===== src/rtl/sid_pkg.sv =====
package sid_pkg;
  localparam int BYTE_W  = 8;
  localparam int CYL_W   = 16;
  localparam int LEN_W   = 11;
  localparam int NFLD_MAX = 4;
  localparam int CNT_W   = 2;

  typedef enum logic [1:0] {
    ST_IDLE  = 2'd0,
    ST_FIELD = 2'd1,
    ST_CRC   = 2'd2
  } parse_st_e;

  localparam logic [BYTE_W-1:0] IDM_HDR8  = 8'hFE;
  localparam logic [BYTE_W-1:0] IDM_MASK7 = 8'hFC;
  localparam logic [BYTE_W-1:0] CYL_XOR7  = 8'hFE;
  localparam logic [LEN_W-1:0]  LEN_BASE  = 11'd128;
endpackage


===== src/rtl/sid_rst_sync.sv =====
module sid_rst_sync #(
  parameter int STAGES = 2
) (
  input  logic clk,
  input  logic rst_n,
  output logic rst_n_sync
);
  logic [STAGES-1:0] sync_q;

  always_ff @(posedge clk or negedge rst_n) begin
    if (!rst_n) sync_q <= '0;
    else        sync_q <= {sync_q[STAGES-2:0], 1'b1};
  end

  assign rst_n_sync = sync_q[STAGES-1];
endmodule


===== src/rtl/sid_crc.sv =====
module sid_crc #(
  parameter int            W    = 16,
  parameter logic [W-1:0]  POLY = 16'h1021,
  parameter logic [W-1:0]  INIT = 16'hFFFF
) (
  input  logic       clk,
  input  logic       rst_n,
  input  logic       start,
  input  logic       feed,
  input  logic [7:0] din,
  output logic       zero_next
);
  logic [W-1:0] crc_q, crc_d, crc_stepped;

  function automatic logic [W-1:0] crc_step(input logic [W-1:0] c, input logic [7:0] d);
    logic [W-1:0] r;
    logic         fb;
    r = c;
    for (int i = 7; i >= 0; i--) begin
      fb = r[W-1] ^ d[i];
      r  = {r[W-2:0], 1'b0} ^ (fb ? POLY : '0);
    end
    return r;
  endfunction

  always_comb begin
    crc_stepped = crc_step(crc_q, din);
    if (start)     crc_d = crc_step(INIT, din);
    else if (feed) crc_d = crc_stepped;
    else           crc_d = crc_q;
  end

  assign zero_next = (crc_stepped == '0);

  always_ff @(posedge clk or negedge rst_n) begin
    if (!rst_n)              crc_q <= INIT;
    else if (start || feed)  crc_q <= crc_d;
  end
endmodule


===== src/rtl/sid_ctrl.sv =====
module sid_ctrl
  import sid_pkg::*;
(
  input  logic              clk,
  input  logic              rst_n,
  input  logic              cfg_hdr7,
  input  logic              cfg_crc32,
  input  logic              byte_vld,
  input  logic              sync_strobe,
  input  logic [BYTE_W-1:0] byte_in,
  output logic              crc_start,
  output logic              crc_feed,
  output logic              mark_we,
  output logic              field_we,
  output logic [CNT_W-1:0]  field_idx,
  output logic              done,
  output logic              dam_hit
);
  parse_st_e        st_q, st_d;
  logic [CNT_W-1:0] cnt_q, cnt_d;
  logic [CNT_W-1:0] last_fld, last_crc;
  logic             is_idm, is_dam;

  assign last_fld = cfg_hdr7  ? CNT_W'(2) : CNT_W'(3);
  assign last_crc = cfg_crc32 ? CNT_W'(3) : CNT_W'(1);

  assign is_idm = cfg_hdr7 ? ((byte_in & IDM_MASK7) == IDM_MASK7) : (byte_in == IDM_HDR8);
  assign is_dam = (byte_in[7:2] == 6'b111110);

  always_comb begin
    st_d      = st_q;
    cnt_d     = cnt_q;
    crc_start = 1'b0;
    crc_feed  = 1'b0;
    mark_we   = 1'b0;
    field_we  = 1'b0;
    done      = 1'b0;
    dam_hit   = 1'b0;
    if (byte_vld) begin
      if (sync_strobe) begin
        cnt_d = '0;
        if (is_idm) begin
          st_d      = ST_FIELD;
          crc_start = 1'b1;
          mark_we   = 1'b1;
        end else begin
          st_d = ST_IDLE;
          if (is_dam) begin
            dam_hit   = 1'b1;
            crc_start = 1'b1;
          end
        end
      end else begin
        case (st_q)
          ST_FIELD: begin
            field_we = 1'b1;
            crc_feed = 1'b1;
            if (cnt_q == last_fld) begin
              st_d  = ST_CRC;
              cnt_d = '0;
            end else begin
              cnt_d = cnt_q + 1'b1;
            end
          end
          ST_CRC: begin
            crc_feed = 1'b1;
            if (cnt_q == last_crc) begin
              done  = 1'b1;
              st_d  = ST_IDLE;
              cnt_d = '0;
            end else begin
              cnt_d = cnt_q + 1'b1;
            end
          end
          default: ;
        endcase
      end
    end
  end

  assign field_idx = cnt_q;

  always_ff @(posedge clk or negedge rst_n) begin
    if (!rst_n) begin
      st_q  <= ST_IDLE;
      cnt_q <= '0;
    end else if (byte_vld) begin
      st_q  <= st_d;
      cnt_q <= cnt_d;
    end
  end
endmodule


===== src/rtl/sid_fields.sv =====
module sid_fields
  import sid_pkg::*;
(
  input  logic              clk,
  input  logic              rst_n,
  input  logic              cfg_hdr7,
  input  logic [1:0]        cfg_sect_len,
  input  logic              mark_we,
  input  logic              field_we,
  input  logic [CNT_W-1:0]  field_idx,
  input  logic [BYTE_W-1:0] din,
  output logic [CYL_W-1:0]  cyl_dec,
  output logic [7:0]        side_dec,
  output logic [7:0]        sector_dec,
  output logic [LEN_W-1:0]  len_dec,
  output logic              len_bad
);
  logic [BYTE_W-1:0]                 mark_q;
  logic [NFLD_MAX-1:0][BYTE_W-1:0]   fld_q;
  logic [7:0]                        size_code;
  logic [LEN_W-1:0]                  len_want;

  always_ff @(posedge clk or negedge rst_n) begin
    if (!rst_n)       mark_q <= '0;
    else if (mark_we) mark_q <= din;
  end

  for (genvar g = 0; g < NFLD_MAX; g++) begin : g_fld
    always_ff @(posedge clk or negedge rst_n) begin
      if (!rst_n)                                  fld_q[g] <= '0;
      else if (field_we && field_idx == CNT_W'(g)) fld_q[g] <= din;
    end
  end

  always_comb begin
    if (cfg_hdr7) begin
      cyl_dec    = {mark_q ^ CYL_XOR7, fld_q[0]};
      side_dec   = {4'h0, fld_q[1][3:0]};
      sector_dec = fld_q[2];
      size_code  = {4'h0, fld_q[1][7:4]};
    end else begin
      cyl_dec    = {8'h00, fld_q[0]};
      side_dec   = fld_q[1];
      sector_dec = fld_q[2];
      size_code  = fld_q[3];
    end
    len_dec  = (size_code < 8'd4) ? (LEN_BASE << size_code[1:0]) : '0;
    len_want = LEN_BASE << cfg_sect_len;
    len_bad  = (len_dec != len_want);
  end
endmodule


===== src/rtl/sector_id_parser.sv =====
module sector_id_parser
  import sid_pkg::*;
#(
  parameter logic [15:0] CRC16_POLY = 16'h1021,
  parameter logic [15:0] CRC16_INIT = 16'hFFFF,
  parameter logic [31:0] CRC32_POLY = 32'h04C11DB7,
  parameter logic [31:0] CRC32_INIT = 32'hFFFFFFFF
) (
  input  logic         clk,
  input  logic         rst_n,
  input  logic         cfg_hdr7,
  input  logic         cfg_crc32,
  input  logic [1:0]   cfg_sect_len,
  input  logic         byte_vld,
  input  logic         sync_strobe,
  input  logic [7:0]   byte_in,
  output logic         id_valid,
  output logic         id_error,
  output logic         len_mismatch,
  output logic         dam_seen,
  output logic [15:0]  cyl,
  output logic [7:0]   side,
  output logic [7:0]   sector,
  output logic [10:0]  sect_len
);
  localparam int NCRC = 2;

  logic             rst_n_i;
  logic             crc_start, crc_feed, mark_we, field_we, done, dam_hit;
  logic [CNT_W-1:0] field_idx;
  logic [NCRC-1:0]  crc_zero;
  logic             crc_ok, len_bad;
  logic [CYL_W-1:0] cyl_dec;
  logic [7:0]       side_dec, sector_dec;
  logic [LEN_W-1:0] len_dec;

  sid_rst_sync #(.STAGES(2)) u_rst (
    .clk(clk), .rst_n(rst_n), .rst_n_sync(rst_n_i)
  );

  sid_ctrl u_ctrl (
    .clk(clk), .rst_n(rst_n_i), .cfg_hdr7(cfg_hdr7), .cfg_crc32(cfg_crc32),
    .byte_vld(byte_vld), .sync_strobe(sync_strobe), .byte_in(byte_in),
    .crc_start(crc_start), .crc_feed(crc_feed), .mark_we(mark_we),
    .field_we(field_we), .field_idx(field_idx), .done(done), .dam_hit(dam_hit)
  );

  for (genvar g = 0; g < NCRC; g++) begin : g_crc
    localparam int           CW = (g == 0) ? 16 : 32;
    localparam logic [CW-1:0] CP = (g == 0) ? CW'(CRC16_POLY) : CW'(CRC32_POLY);
    localparam logic [CW-1:0] CI = (g == 0) ? CW'(CRC16_INIT) : CW'(CRC32_INIT);
    sid_crc #(.W(CW), .POLY(CP), .INIT(CI)) u_crc (
      .clk(clk), .rst_n(rst_n_i), .start(crc_start), .feed(crc_feed),
      .din(byte_in), .zero_next(crc_zero[g])
    );
  end

  assign crc_ok = cfg_crc32 ? crc_zero[1] : crc_zero[0];

  sid_fields u_fields (
    .clk(clk), .rst_n(rst_n_i), .cfg_hdr7(cfg_hdr7), .cfg_sect_len(cfg_sect_len),
    .mark_we(mark_we), .field_we(field_we), .field_idx(field_idx), .din(byte_in),
    .cyl_dec(cyl_dec), .side_dec(side_dec), .sector_dec(sector_dec),
    .len_dec(len_dec), .len_bad(len_bad)
  );

  logic pass_d;
  assign pass_d = crc_ok && !len_bad;

  always_ff @(posedge clk or negedge rst_n_i) begin
    if (!rst_n_i) begin
      id_valid     <= 1'b0;
      id_error     <= 1'b0;
      len_mismatch <= 1'b0;
      dam_seen     <= 1'b0;
    end else begin
      id_valid     <= done && pass_d;
      id_error     <= done && !pass_d;
      len_mismatch <= done && len_bad;
      dam_seen     <= dam_hit;
    end
  end

  always_ff @(posedge clk or negedge rst_n_i) begin
    if (!rst_n_i) begin
      cyl      <= '0;
      side     <= '0;
      sector   <= '0;
      sect_len <= '0;
    end else if (done) begin
      cyl      <= cyl_dec;
      side     <= side_dec;
      sector   <= sector_dec;
      sect_len <= len_dec;
    end
  end
endmodule


===== config.mk =====
export PLATFORM = sky130hd
export DESIGN_NAME = sector_id_parser
export DESIGN_NICKNAME = d
export VERILOG_FILES = /design/src/rtl/sid_pkg.sv /design/src/rtl/sid_rst_sync.sv /design/src/rtl/sid_crc.sv /design/src/rtl/sid_ctrl.sv /design/src/rtl/sid_fields.sv /design/src/rtl/sector_id_parser.sv
export SDC_FILE = /design/constraint.sdc
export NUM_CORES = 1
export LEC_CHECK = 0
export BUFFER_PORTS_ARGS = -buffer_cell sky130_fd_sc_hd__buf_2
export CORE_AREA = 2 2 111 113
export CTS_BUF_LIST = sky130_fd_sc_hd__clkbuf_2 sky130_fd_sc_hd__clkbuf_4 sky130_fd_sc_hd__clkbuf_8
export DETAILED_ROUTE_END_ITERATION = 7
export DIE_AREA = 0 0 113 115
export PLACE_DENSITY = 0.86
export SETUP_SLACK_MARGIN = 0.5
export SLEW_MARGIN = 20
export SYNTH_ARGS = -nofsm -noshare
export SYNTH_HDL_FRONTEND = slang
export SYNTH_SLANG_ARGS = --single-unit

===== constraint.sdc =====
create_clock -name clk -period 12.2 [get_ports clk]
set_input_delay 3.66 -clock clk [delete_from_list [all_inputs] [get_ports clk]]
set_output_delay 3.66 -clock clk [all_outputs]
set_load 0.01 [all_outputs]

; Word-level counts from Yosys, hierarchy flattened
; Index checks and enable logic that the tools add are counted.
[totals]
inputBits = 16
reg_bits = 141
output_inout_bits = 47
wordCells = 191
[op_classes]
shift = 2
mux = 73
bitwise_logic = 63
n_eq_ne = 13
n_lt_le_gt_ge = 1
add_sub_neg = 1
reduce_logical = 20
[ops]
columns = operator, n
row1 = 32-bit XOR, 15
row2 = 27-bit 2-to-1 mux, 16
row3 = 16-bit XOR, 15
row4 = 13-bit 2-to-1 mux, 16
row5 = 32-bit 2-to-1 mux, 2
row6 = 16-bit 2-to-1 mux, 3
row7 = 32-bit zero test, 1
row8 = 31-bit NOT, 1
row9 = 1-bit XOR, 30
row10 = 1-bit 2-to-1 mux, 24
row11 = "8-bit by 2-bit left shift with 11-bit output, first input constant", 2
row12 = 16-bit zero test, 1
row13 = 8-bit 2-to-1 mux, 2
row14 = 15-bit NOT, 1
row15 = 2-bit 2-to-1 mux, 7
row16 = "6-bit equality test, second input constant", 2
row17 = 11-bit 2-to-1 mux, 1
row18 = 11-bit inequality test, 1
row19 = "8-bit equality test, second input constant", 1
row20 = 1-bit logical AND, 8
row21 = "8-bit by 3-bit less-than comparator with 1-bit output, second input constant", 1
row22 = 2-bit case mux with 2 select lines, 2
row23 = 7-bit NOT, 1
row24 = "2-bit equality test, second input constant", 3
row25 = 12 further kinds, 17

; Longest topological paths before layout
[logic_depth]
word_depth = 29
mapped_depth = 11
mapped_depth_nobuf = 10

; By module
; From an unflattened synthesis, not the netlist that was laid out.
[unflattened]
hier_cells = 729
area_unflattened_um2 = 8456.9
[by_module_without_submodules]
columns = mod, n_inst, seq_area_each_um2, area_each_um2, cells_per_inst
row1 = sid_crc at g_crc[1].u_crc, 1, 840.8, 3045.4, 314
row2 = sector_id_parser, 1, 1176.1, 1916.8, 99
row3 = sid_fields, 1, 1001.0, 1910.6, 141
row4 = sid_crc at g_crc[0].u_crc, 1, 420.4, 1123.6, 123
row5 = sid_ctrl, 1, 100.1, 406.6, 49
row6 = sid_rst_sync, 1, 50.0, 53.8, 3

; Worst setup path before layout
; No wires, ideal clock.
[synth_path]
path_kind = input-to-reg
start = input port byte_in[4]
end = register id_valid
required_time_ns = 12.125
cell_stages = 8
t_arrival_ns = 5.946
path_slack_ns = 6.179
path_buffers = 1
setup_ns = 0.075
path_cell_list = buf_2 > xor2_1 > xnor2_1 > xor2_1 > or4b_1 > a221o_1 > o31ai_2 > nor2b_1
[synth_between]
elab_chain_len = 13
elab_cells_between_ends = 21
cone_classes = 4 x mux / 13 x bitwise / 4 x reduce/logical
[synth_lines]
columns = item, line_no
row1 = start: declaration, sector_id_parser.sv:16  ; input logic [7:0] byte_in,
row2 = 1-bit XOR, sid_crc.sv:20  ; fb = r[W-1] ^ d[i];
row3 = 13-bit 2-to-1 mux, sid_crc.sv:21  ; r = {r[W-2:0], 1'b0} ^ (fb ? POLY : '0);
row4 = 16-bit XOR (4 in series), sid_crc.sv:21
row5 = 1-bit XOR, sid_crc.sv:20
row6 = 13-bit 2-to-1 mux, sid_crc.sv:21
row7 = 16-bit XOR, sid_crc.sv:21
row8 = 16-bit zero test, sid_crc.sv:33  ; assign zero_next = (crc_stepped == '0);
row9 = 1-bit 2-to-1 mux (*), sector_id_parser.sv:58  ; assign crc_ok = cfg_crc32 ? crc_zero[1] : crc_zero[0];
row10 = 1-bit logical AND (*), sector_id_parser.sv:68  ; assign pass_d = crc_ok && !len_bad;
row11 = 1-bit logical AND (*), sector_id_parser.sv:77  ; id_valid <= done && pass_d;
row12 = end signal: assignment, sector_id_parser.sv:77
row13 = end: declaration, sector_id_parser.sv:17  ; output logic id_valid,
; Mark *: on every way between the ends. The rest lies on a longest branch, timed or not.
; A chain may end at the register's enable or synchronous reset.

; Worst setup path in the final report
[layout_path]
start = input port byte_in[5]
end = register id_valid
[layout_between]
elab_chain_len = 14
elab_cells_between_ends = 23
cone_classes = 4 x mux / 15 x bitwise / 4 x reduce/logical
[layout_lines]
columns = item, line_no
row1 = 1-bit XOR, sid_crc.sv:20
row2 = 13-bit 2-to-1 mux, sid_crc.sv:21
row3 = 16-bit XOR (4 in series), sid_crc.sv:21
row4 = 1-bit XOR, sid_crc.sv:20
row5 = 13-bit 2-to-1 mux, sid_crc.sv:21
row6 = 16-bit XOR (2 in series), sid_crc.sv:21
row7 = 16-bit zero test, sid_crc.sv:33
row8 = 1-bit 2-to-1 mux (*), sector_id_parser.sv:58
row9 = 1-bit logical AND (*), sector_id_parser.sv:68
row10 = 1-bit logical AND (*), sector_id_parser.sv:77
; Marked as above.

==> metrics.md <==
| Metric | Value |
|---|---|
| Fin crit share | `0.5088` |
| Fraction of registers with async set/reset | `1.000` |
| DR WL/cell | `21.20 um` |
| Syn Inst Count | `719` |
| Post-CTS Hold Buffers | `0` |
| Clock Skew | `0.01099 ns` |
| Crit path DAT | `6.58 ns` |
| Inserted Diodes | `0` |
| Clock Latency Late Sink | `0.46 ns` |
| Commonest non-fill, non-tap cell in the layout | `xnor2_1` |
| Buffers on Ports | `55` |
| Post-route setup TNS | `0 ns` |
| Detailed placer's ending HPWL | `13.16 mm` |
| Number of synthesized register bits | `134` |
| H-tree Lvls | `4` |
| Post-synth top flop | `dfrtp_1` |
| Ordered list of cells on the worst path | `buf_2 -> xnor2_2 -> xnor2_2 -> xor2_1 -> or4b_1 -> a221o_1 -> o31ai_2 -> nor2b_1` |
| Max frequency | `161.1 MHz` |
| Via count | `5,753` |
| P_leak | `3.798 nW` |
| Hold Crit Class | `flop to flop` |
| Post-CTS Setup Inserts | `0` |
| Max-slew violations | `0` |
| CTS Root Cell | `clkbuf_8` |
| Critical path peak fanout | `19` |
| Die W | `113 um` |
| Peak supply drop | `0.0001416 V` |
| CTS clock-pin slew for the worst setup and hold paths | `0.08 ns` |
| Core Region | `11,810 sq um` |
| Crit path max-delay family | `XOR/XNOR gates` |
| Slowest cell on crit path | `xnor2_2` |
| Vias in the first global route | `6,003` |
| Seq/Total Area, Yosys | `0.4447` |
| Final count of hold timing violations | `0` |
| Synthesis Warnings | `0` |
| NumNets Final | `784` |
| First-pass GRT wire length | `31.74 mm` |
| RePlAce Congestion | `0.9451` |
| Pwr Total | `2.218 mW` |
| Total Wirelength | `19.42 mm` |
| Clk buf depth | `2` |
| Library cells used by synthesis | `59` |
| Initial antenna violation count | `0` |
| Total grt overflow | `0` |
| CTS buffer count | `17` |
| CP startpoint kind | `primary input` |
| ANT nets after route | `0` |
| Final min period | `6.208 ns` |
| Failing checks | `DRC` |
| Total global-route track usage | `0.3179` |
| DRT iter0 DRCs | `492` |
| Worst path most repeated cell | `xnor2_2` |
| Unrepaired setup endpoints after global routing | `false` |
| Via-to-Cell Ratio | `6.281` |
| Setup violators final | `0` |
| Die Area | `13,000 sq um` |
| Largest net degree at the start of global routing | `76` |
| Die Ht | `115 um` |
| Max stage delay on crit path | `0.60 ns` |
| Slew margin rel. | `0.3553` |
| Drt drc | `4` |
| Num ports | `63` |
| Avg Inst Size Synth | `10.68 sq um` |
| Layout cells sized above 1 | `0.2744` |
| Worst Path Class, Setup | `primary input to flop` |
| Mapped cell area | `7676 sq um` |
| Worst-margin pin slew | `0.9601 ns` |
| Most frequent cells in the layout | `95 x xnor2_1, 85 x dfrtp_1, 65 x nand2_1` |
| First-pass detailed-route iteration total | `7` |
| Initial Util | `0.6499` |
| Power Density | `264.3 nW/um^2` |
| Max Cap Viol | `0` |
| Crit end category | `flop` |
| WP buf/inv | `1` |
| Area grow syn2layout | `9.307%` |
| Status | `finished, violations left` |
| Rows | `40` |
| CTS tree | `built` |
| Worst EP required | `12.57 ns` |
| Clock Sinks | `134` |
| Count of flip-flops with a built-in enable after synthesis | `0` |
| Post-cts sizing count | `0` |
-- where the power goes --
group	switching [mW]	total, mW	internal (mW)
clock	0.184	0.352	0.168
sequential	0.122	0.723	0.601
combinational	0.633	1.14	0.510
-- kinds of logic (layout without fill, tap and decap cells) --
group                    count (synthesis)  in the layout  share of synthesized area
multiplexers                            67             67                    0.09666
AO/OA/AOI/OAI                          123            123                     0.1064
flip-flops                             134            134                     0.4447
XOR/XNOR                               154            154                     0.1958
AND/OR/NAND/NOR                        171            171                     0.1055
adder cells (fa/ha/maj)                 11             11                    0.01793
buffers and inverters                   57            101                    0.03211
other                                    2              8                  0.0009784
-- final timing paths --
check	startpoint	end	slack, ns	cells after the start
setup / recovery	byte_in[5]	id_valid$_DFF_PN0_	5.99	8
setup reg to reg	u_ctrl.st_q[0]$_DFFE_PN0P_	g_crc[1].u_crc.crc_q[23]$_DFFE_PN1P_	8.97	10
max in group asynchronous	rst_n	u_rst.sync_q[1]$_DFF_PN0_	9.12	1
min in group asynchronous	u_rst.sync_q[1]$_DFF_PN0_	u_fields.fld_q[8]$_DFFE_PN0P_	0.39	0
hold reg to reg	u_rst.sync_q[0]$_DFF_PN0_	u_rst.sync_q[1]$_DFF_PN0_	0.35	0
hold / removal	u_rst.sync_q[0]$_DFF_PN0_	u_rst.sync_q[1]$_DFF_PN0_	0.35	0
-- cell usage after synthesis (all sizes together), types with 9 or more instances --
cell | number | area (sq um)
ha | 11 | 137.6
mux2i | 10 | 100.1
buf | 17 | 96.34
xnor2 | 99 | 897.1
a22oi | 10 | 75.07
nor2 | 37 | 138.9
clkbuf | 32 | 120.1
dfstp | 48 | 1261
xor2 | 49 | 466.7
and3 | 9 | 56.30
nor3 | 18 | 90.09
dfrtp | 86 | 2152
nand2 | 65 | 244.0
a21oi | 21 | 105.1
o21ai | 39 | 195.2
mux2 | 57 | 641.9
nand2b | 14 | 87.58
a211oi | 13 | 97.59
-- layer usage --
layer / vias up / GRT usage / wire, um
met5: - / 0 / 0
met4: 0 / 0.1659 / 782
met3: 53 / 0.06642 / 1452
met2: 289 / 0.5206 / 9438
met1: 2868 / 0.4025 / 7749
li1: 2543 / - / -
-- worst register-to-register path: stages, from the launching register on --
cell and delay [ns]:
dfrtp_1 0.38, inv_1 0.07, ha_1 0.30, o31ai_1 0.62, a311oi_1 0.17, o21a_1 0.22
buf_4 0.27, nor2_1 0.55, buf_4 0.34, a22oi_1 0.13, o21ai_0 0.11
-- registers in the layout, summed over array words and instances (netlist names) --
register             cells
cyl                     16
id_error                 1
u_fields.sector_dec      8
sector                   8
sect_len                 4
u_ctrl.field_idx         2
id_valid                 1
g_crc.u_crc.crc_q       48
u_fields.fld_q          24
dam_seen                 1
len_mismatch             1
side                     8
u_rst.sync_q             2
u_fields.mark_q          8
u_ctrl.st_q              2
-- through the flow --
step                utilization  hold WS [ns]  area (sq um)  cells  setup slack, ns
finish                   0.7104        0.3542          8391    916            5.992
global route             0.7104        0.3721          8391    916            5.824
CTS                      0.7091        0.3599          8376    916            6.012
detailed placement       0.6778        0.3418          8005    885            5.550
global placement         0.6778        0.3371          8005    885            5.666
floorplan                     -        0.3312          7699    725            6.179
-- area by class of cell --
class	count	area [sq um]
clock buffers	18	247.7
clock inverters	13	122.6
fillers	836	3421
inverters	8	30.03
multi-input cells	534	4061
flip-flops and latches	134	3417
well taps	147	183.9
repair buffers	62	327.8
Note: power is estimated with default switching activity, not from simulation.
